--- config.mk ---
export PLATFORM = sky130hd
export DESIGN_NAME = period_capture_channel
export DESIGN_NICKNAME = d
export VERILOG_FILES = /design/src/rtl/pcc_pkg.sv /design/src/rtl/pcc_edge_sync.sv /design/src/rtl/pcc_capture_regs.sv /design/src/rtl/pcc_flag_ctrl.sv /design/src/rtl/period_capture_channel.sv
export SDC_FILE = /design/constraint.sdc
export NUM_CORES = 1
export LEC_CHECK = 0
export CORE_MARGIN = 2
export CORE_UTILIZATION = 45
export CTS_BUF_LIST = sky130_fd_sc_hd__clkbuf_16
export DETAILED_ROUTE_END_ITERATION = 8
export DONT_BUFFER_PORTS = 1
export GPL_ROUTABILITY_DRIVEN = 0
export MAX_ROUTING_LAYER = met4
export RECOVER_POWER = 25
export SYNTH_ARGS = -nofsm -noshare
export SYNTH_HDL_FRONTEND = slang
export SYNTH_SLANG_ARGS = --single-unit
--- constraint.sdc ---
create_clock -name clk -period 3.7 [get_ports clk]
set_input_delay 0.74 -clock clk [delete_from_list [all_inputs] [get_ports clk]]
set_output_delay 0.74 -clock clk [all_outputs]
set_load 0.005 [all_outputs]
--- src/rtl/pcc_pkg.sv ---
package pcc_pkg;
  localparam int MODE_W = 4;
  localparam logic [MODE_W-1:0] MODE_PERIOD  = 4'b0010;
  localparam logic [MODE_W-1:0] MODE_CAPTURE = 4'b0011;

  function automatic logic mode_enabled(input logic [MODE_W-1:0] m);
    return (m == MODE_PERIOD) || (m == MODE_CAPTURE);
  endfunction
endpackage

--- src/rtl/pcc_edge_sync.sv ---
module pcc_edge_sync #(
  parameter int STAGES = 2
) (
  input  logic clk,
  input  logic rst_n,
  input  logic pin_in,
  input  logic fall_sel,
  output logic level,
  output logic edge_hit
);
  logic [STAGES-1:0] sh;
  logic              last_q;

  genvar g;
  generate
    for (g = 0; g < STAGES; g++) begin : g_stage
      always_ff @(posedge clk) begin
        if (!rst_n) sh[g] <= 1'b0;
        else if (g == 0) sh[g] <= pin_in;
        else sh[g] <= sh[(g > 0) ? g - 1 : 0];
      end
    end
  endgenerate

  always_ff @(posedge clk) begin
    if (!rst_n) last_q <= 1'b0;
    else last_q <= sh[STAGES-1];
  end

  assign level    = sh[STAGES-1];
  assign edge_hit = fall_sel ? (last_q & ~level) : (level & ~last_q);
endmodule

--- src/rtl/pcc_capture_regs.sv ---
module pcc_capture_regs #(
  parameter int W = 16
) (
  input  logic         clk,
  input  logic         rst_n,
  input  logic         cap,
  input  logic         cap_first,
  input  logic [W-1:0] bus,
  input  logic         coh_busy,
  output logic [W-1:0] a_q,
  output logic [W-1:0] b2_q
);
  logic [W-1:0] b1_q;
  logic         pend_q;
  logic         pend_first_q;
  logic         xfer;

  assign xfer = pend_q && (!coh_busy || pend_first_q);

  always_ff @(posedge clk) begin
    if (!rst_n) begin
      a_q          <= '0;
      b1_q         <= '0;
      b2_q         <= '0;
      pend_q       <= 1'b0;
      pend_first_q <= 1'b0;
    end else if (cap) begin
      a_q          <= bus;
      b1_q         <= a_q;
      pend_q       <= 1'b1;
      pend_first_q <= cap_first;
    end else if (xfer) begin
      b2_q         <= b1_q;
      pend_q       <= 1'b0;
      pend_first_q <= 1'b0;
    end
  end

  AST_B_FROZEN_WHILE_BUSY: assert property (@(posedge clk) disable iff (!rst_n)
    (coh_busy && !pend_first_q && !(cap && cap_first)) |=> $stable(b2_q));
endmodule

--- src/rtl/pcc_flag_ctrl.sv ---
module pcc_flag_ctrl (
  input  logic clk,
  input  logic rst_n,
  input  logic cap,
  input  logic cap_first,
  input  logic capture_mode,
  input  logic clr,
  output logic flag_q
);
  logic set_ev;

  assign set_ev = cap && (!cap_first || capture_mode);

  always_ff @(posedge clk) begin
    if (!rst_n) flag_q <= 1'b0;
    else if (set_ev) flag_q <= 1'b1;
    else if (clr) flag_q <= 1'b0;
  end

  AST_FLAG_STICKY: assert property (@(posedge clk) disable iff (!rst_n)
    (flag_q && !clr) |=> flag_q);
  AST_PERIOD_FIRST_QUIET: assert property (@(posedge clk) disable iff (!rst_n)
    (cap && cap_first && !capture_mode && !flag_q) |=> !flag_q);
  AST_CAPTURE_FIRST_FLAGS: assert property (@(posedge clk) disable iff (!rst_n)
    (cap && capture_mode) |=> flag_q);
endmodule

--- src/rtl/period_capture_channel.sv ---
module period_capture_channel
  import pcc_pkg::*;
#(
  parameter int CNT_W       = 16,
  parameter int SYNC_STAGES = 2
) (
  input  logic              clk,
  input  logic              rst_n,
  input  logic [MODE_W-1:0] cfg_mode,
  input  logic              cfg_fall,
  input  logic              flag_clr,
  input  logic [CNT_W-1:0]  cnt_bus,
  input  logic              pin_in,
  input  logic              coh_busy,
  output logic [CNT_W-1:0]  cap_a,
  output logic [CNT_W-1:0]  cap_b,
  output logic [CNT_W-1:0]  period,
  output logic              flag,
  output logic              pin_level
);
  logic [MODE_W-1:0] mode_q;
  logic              armed_q;
  logic              mode_chg;
  logic              cap_en;
  logic              edge_hit;
  logic              cap;
  logic              cap_first;

  assign mode_chg  = (cfg_mode != mode_q);
  assign cap_en    = mode_enabled(cfg_mode);
  assign cap       = edge_hit && cap_en;
  assign cap_first = !armed_q || mode_chg;

  always_ff @(posedge clk) begin
    if (!rst_n) begin
      mode_q  <= '0;
      armed_q <= 1'b0;
    end else begin
      mode_q <= cfg_mode;
      if (cap) armed_q <= 1'b1;
      else if (mode_chg) armed_q <= 1'b0;
    end
  end

  pcc_edge_sync #(.STAGES(SYNC_STAGES)) u_sync (
    .clk(clk), .rst_n(rst_n), .pin_in(pin_in), .fall_sel(cfg_fall),
    .level(pin_level), .edge_hit(edge_hit)
  );

  pcc_capture_regs #(.W(CNT_W)) u_regs (
    .clk(clk), .rst_n(rst_n), .cap(cap), .cap_first(cap_first),
    .bus(cnt_bus), .coh_busy(coh_busy), .a_q(cap_a), .b2_q(cap_b)
  );

  pcc_flag_ctrl u_flag (
    .clk(clk), .rst_n(rst_n), .cap(cap), .cap_first(cap_first),
    .capture_mode(cfg_mode == MODE_CAPTURE), .clr(flag_clr), .flag_q(flag)
  );

  assign period = cap_a - cap_b;

  AST_DISABLED_NO_CAPTURE: assert property (@(posedge clk) disable iff (!rst_n)
    !cap_en |=> $stable(cap_a));
  AST_CAPTURE_LOADS_A: assert property (@(posedge clk) disable iff (!rst_n)
    cap |=> (cap_a == $past(cnt_bus)));
endmodule

# --- Word level (Yosys, flattened, before mapping) ---
# Cells that the tools add are included.
totals:
  out_inout_bits: 50
  input_bits: 26
  register_bits: 59
  wordCells: 42
classes:
  mux: 8
  bitwise: 5
  n_eq_ne: 3
  n_addsub: 1
  n_reduce_logical: 14
ops:
  columns: ["operator", "n"]
  rows:
  - ["16-bit subtractor", 1]
  - ["4-bit by 2-bit equality test with 1-bit output (second input constant)", 2]
  - ["1-bit 2-to-1 mux", 8]
  - ["2-bit nonzero test", 3]
  - ["1-bit logical OR", 4]
  - ["4-bit != test", 1]
  - ["1-bit logical AND", 3]
  - ["1-bit zero test", 3]
  - ["1-bit inverter", 3]
  - ["1-bit AND", 2]
  - ["2-bit AND reduction", 1]

# --- Logic depth before layout (Yosys ltp) ---
depth:
  word_depth: 6
  depth_mapped: 9
  mapped_depth_nobuf: 8

# --- By module ---
# Synthesis repeated with hierarchy kept, for this count alone.
hier_totals:
  cells_unflattened: 345
  hier_area_um2: 3145.5
modules_own_cells:
  columns: ["mod", "instances", "cells_per_inst", "area_each_um2", "seq_area_each_um2"]
  rows:
  - ["pcc_capture_regs", 1, 182, 1946.9, 1001.0]
  - ["period_capture_channel", 1, 149, 1054.8, 100.1]
  - ["pcc_edge_sync", 1, 9, 101.3, 60.1]
  - ["pcc_flag_ctrl", 1, 5, 42.5, 20.0]

# --- Worst setup path after synthesis ---
# Ideal clock, no wire load.
synth_timing:
  path_kind: "reg2out"
  startpoint: "register u_regs.a_q[0]"
  endpoint: "output period[8]"
  required_ps: 2960
  arrival_time_ps: 1793
  path_slack_ps: 1167
  path_buffers: 0
  stages_incl_launch_ff: 9
  path_cell_list: "dfxtp_1 > inv_1 > ha_1 > fa_1 > nor2b_1 > o2111ai_1 > a21oi_1 > nor2_1 > xnor2_1"
synth_via:
  elab_chain_cells: 1
synth_lines:
  columns: ["element", "line_no", "rtl"]
  rows:
  - ["from (decl)", "pcc_capture_regs.sv:10", "output logic [W-1:0] a_q,"]
  - ["from (signal assigned)", "pcc_capture_regs.sv:28", "a_q <= bus;"]
  - ["16-bit subtractor", "period_capture_channel.sv:60", "assign period = cap_a - cap_b;"]
  - ["to (decl)", "period_capture_channel.sv:17", "output logic [CNT_W-1:0] period,"]
# Every way passes these cells.

# --- Worst setup path after layout ---
layout_timing:
  startpoint: "register u_regs.a_q[0]"
  endpoint: "output period[12]"
# Same word-level chain as after synthesis.

==> metrics.md <==
| Metric | Value |
|---|---|
| Outcome | finished clean |
| Skew final | slightly below 6 ps |
| Asr flop ratio synth | 0 |
| Post-detailed-route count of antenna-violating nets | 0 |
| WS Path Type | reg2out |
| Worst VDD drop | 0.3442 mV |
| Vias | 2411 |
| R2r setup slk | 1690 ps |
| Violation count after the first detailed-route iteration | 88 |
| Vias in the first global route | 2323 |
| Routed length per instance | about 15 µm |
| Synth Register Bits | 59 |
| Cts repair resizes | 0 |
| Die area | 0.007450 mm² |
| WHS Endpoint | u_sync.level |
| Layout cells sized above 1 | 0.05291 |
| Routed Wire Length | 6.902 mm |
| Post-route total power | 0.001489 W |
| Via-to-Cell Ratio | 5.299 |
| DRT Pass-1 Iters | 4 |
| Part of the cycle the worst path needs | 0.8608 |
| Sequential area share after synthesis | 0.3874 |
| CTS Buf Count | 9 |
| CTS H-tree lvls | 3 |
| GRT Overall Usage | 0.2008 |
| Worst slew pin tran | 693.9 ps |
| Area of the multi-input gates | 0.001700 mm² |
| Worst setup EP type | output pin |
| Post-Syn Area | between 0.003 and 0.004 mm² |
| CTS Buffer Depth | 2 |
| Pin count of the biggest net entering global routing | 60 |
| PD cells | 442.7 mW/mm² |
| Setup crit start kind | flop |
| Final hold vios | 0 |
| Nets | 415 |
| Leakage | around 1.3 nW |
| R2r endpoint | u_regs.b2_q[10] |
| Grt total ovfl | 0 |
| Worst EP required | 2960 ps |
| Arrival time worst endpoint | 2440 ps |
| Setup TNS | 0 ps |
| Reg2Reg Depth | 5 |
| Syn avg cell area | 8.024 µm² |
| IO Pins | 76 |
| Unrepaired setup endpoints after global routing | no |
| HPWL Detailed | 4.916 mm |
| TritonCTS clock tree | done |
| Clk root buf | clkbuf_16 |
| Clk_lat worst skew | 320 ps |
| Initial Utilization | 0.4721 |
| Antenna fix cells | 0 |
| Slew HR | 0.5374 |
| Hold-fix buffers, CTS | 0 |
| Fillers | approximately 630 |
| CP Max Fanout | 5 |
| Row count | 29 |
| Synthesized instance count | 380 |
| Hold Path Depth | 1 |
| Clk slew on worst S/H paths | 50 ps |
| Most used flip-flop cell after synthesis | dfxtp_1 |
| Die W | 86.32 µm |
| Port bufs | 0 |
| Postcts setup bufs | 0 |
| Hold Crit Start | u_sync.sh[0] |
| Area Overhead vs Synth | 10.30% |
| Core region area | 0.006459 mm² |
| Yosys warnings | 0 |
| Synth unique cells | 41 |
| Mapped Nets | 422 |
| Max Clk Rate | roughly 310 MHz |
| First-pass GRT wire length | 11.29 mm |
| R2r startpoint | u_sync.level |
| Clock sink count | 59 |
| Max capacitance violation total | 0 |
| Initial antenna violation count | 0 |
| Die H | 86.32 µm |
| Final Slew Violations | 0 |
| Endpoints failing setup | 0 |
| Most frequent cells in the layout | 109 x nand2_1, 59 x dfxtp_1, 35 x a21boi_0 |
| Reg area | 0.001181 mm² |
| Most common cell after layout, fill and taps aside | nand2_1 |
| Tmin final | 3185 ps |
| Hold Crit Class | reg2reg |
| Drt drc | 0 |
| Post-synth EDFFs | 0 |
## cells by family after synthesis
logic type | synth area share
simple gates | 0.2216
compound gates | 0.2220
flops | 0.3874
buf+inv | 0.05499
fa+ha+maj | 0.06812
xor+xnor | 0.04596
## layout make-up
cell class / count / share of cell area
clock inverter: 7 / 0.01972
sequential: 59 / 0.3512
timing repair buffer: 2 / 0.004464
clock buffer: 9 / 0.06696
multi-input combinational: 280 / 0.5056
tap: 77 / 0.02865
inverter: 21 / 0.02344
## how the worst max path moves through the flow
| stage | cells after the start | startpoint | end |
|---|---|---|---|
| 5_1_grt | 8 | u_regs.a_q[0] | period[8] |
| 4_1_cts | 8 | u_regs.a_q[0] | period[8] |
| 3_5_place_dp | 8 | u_regs.a_q[0] | period[8] |
| 3_3_place_gp | 8 | u_regs.a_q[0] | period[10] |
| 6_report | 8 | u_regs.a_q[0] | period[12] |
| 2_1_floorplan | 8 | u_regs.a_q[0] | period[8] |
## stage by stage
stage                     std cells  setup WS (ps)  utilization  cell area, µm²  hold WS (ps)
after global routing            455          347.5       0.5207            3363         469.3
final                           455          515.2       0.5207            3363         433.4
after detailed placement        439          836.2       0.4756            3072         420.4
after CTS                       455          482.2       0.5207            3363         435.6
after global placement          439          861.0       0.4756            3072         414.1
after floorplan                 380           1167            -            3049         411.9
## sequential cells by signal, summed over array words and instances (netlist names)
name	cells
u_regs.pend_q	1
u_regs.b2_q	16
armed_q	1
mode_q	4
u_regs.pend_first_q	1
u_sync.level	1
u_flag.flag_q	1
u_sync.last_q	1
u_sync.sh	1
u_regs.b1_q	16
u_regs.a_q	16
## synth_stat cells (all sizes together) (6+ instances only)
library cell  count  area share
a21oi            13       0.021
nand2b            6       0.012
o21ai             8       0.013
xnor2            10       0.029
dfxtp            59        0.39
nand2           109        0.13
a21boi           51        0.13
and2              8       0.016
inv              21       0.026
nor2             10       0.012
clkbuf           13       0.016
ha               15       0.062
buf               7       0.013
xor2              6       0.017
## critical path: stages (launching register included)
cell	delay, ps
dfxtp_1	390
inv_1	60
ha_1	220
fa_1	410
nor2b_1	170
o2111ai_1	140
a21oi_1	420
o2111ai_1	180
nand3_1	130
## where the power goes
part	total, W	switching (W)	internal, W
clock network	0.000802	0.000285	0.000517
logic	0.0000431	0.0000203	0.0000227
registers	0.000644	0.00000345	0.000641
## layer usage
layer / vias up / wire [µm] / global-route usage / part of all wire
li1: 1250 / - / - / -
met1: 1093 / 3508 / 0.2682 / 0.51
met2: 64 / 2950 / 0.2918 / 0.43
met3: 4 / 398 / 0.06095 / 0.058
met4: 0 / 44 / 0.06392 / 0.0064
met5: - / 0 / - / 0
Power figures use the tool's default switching activity.
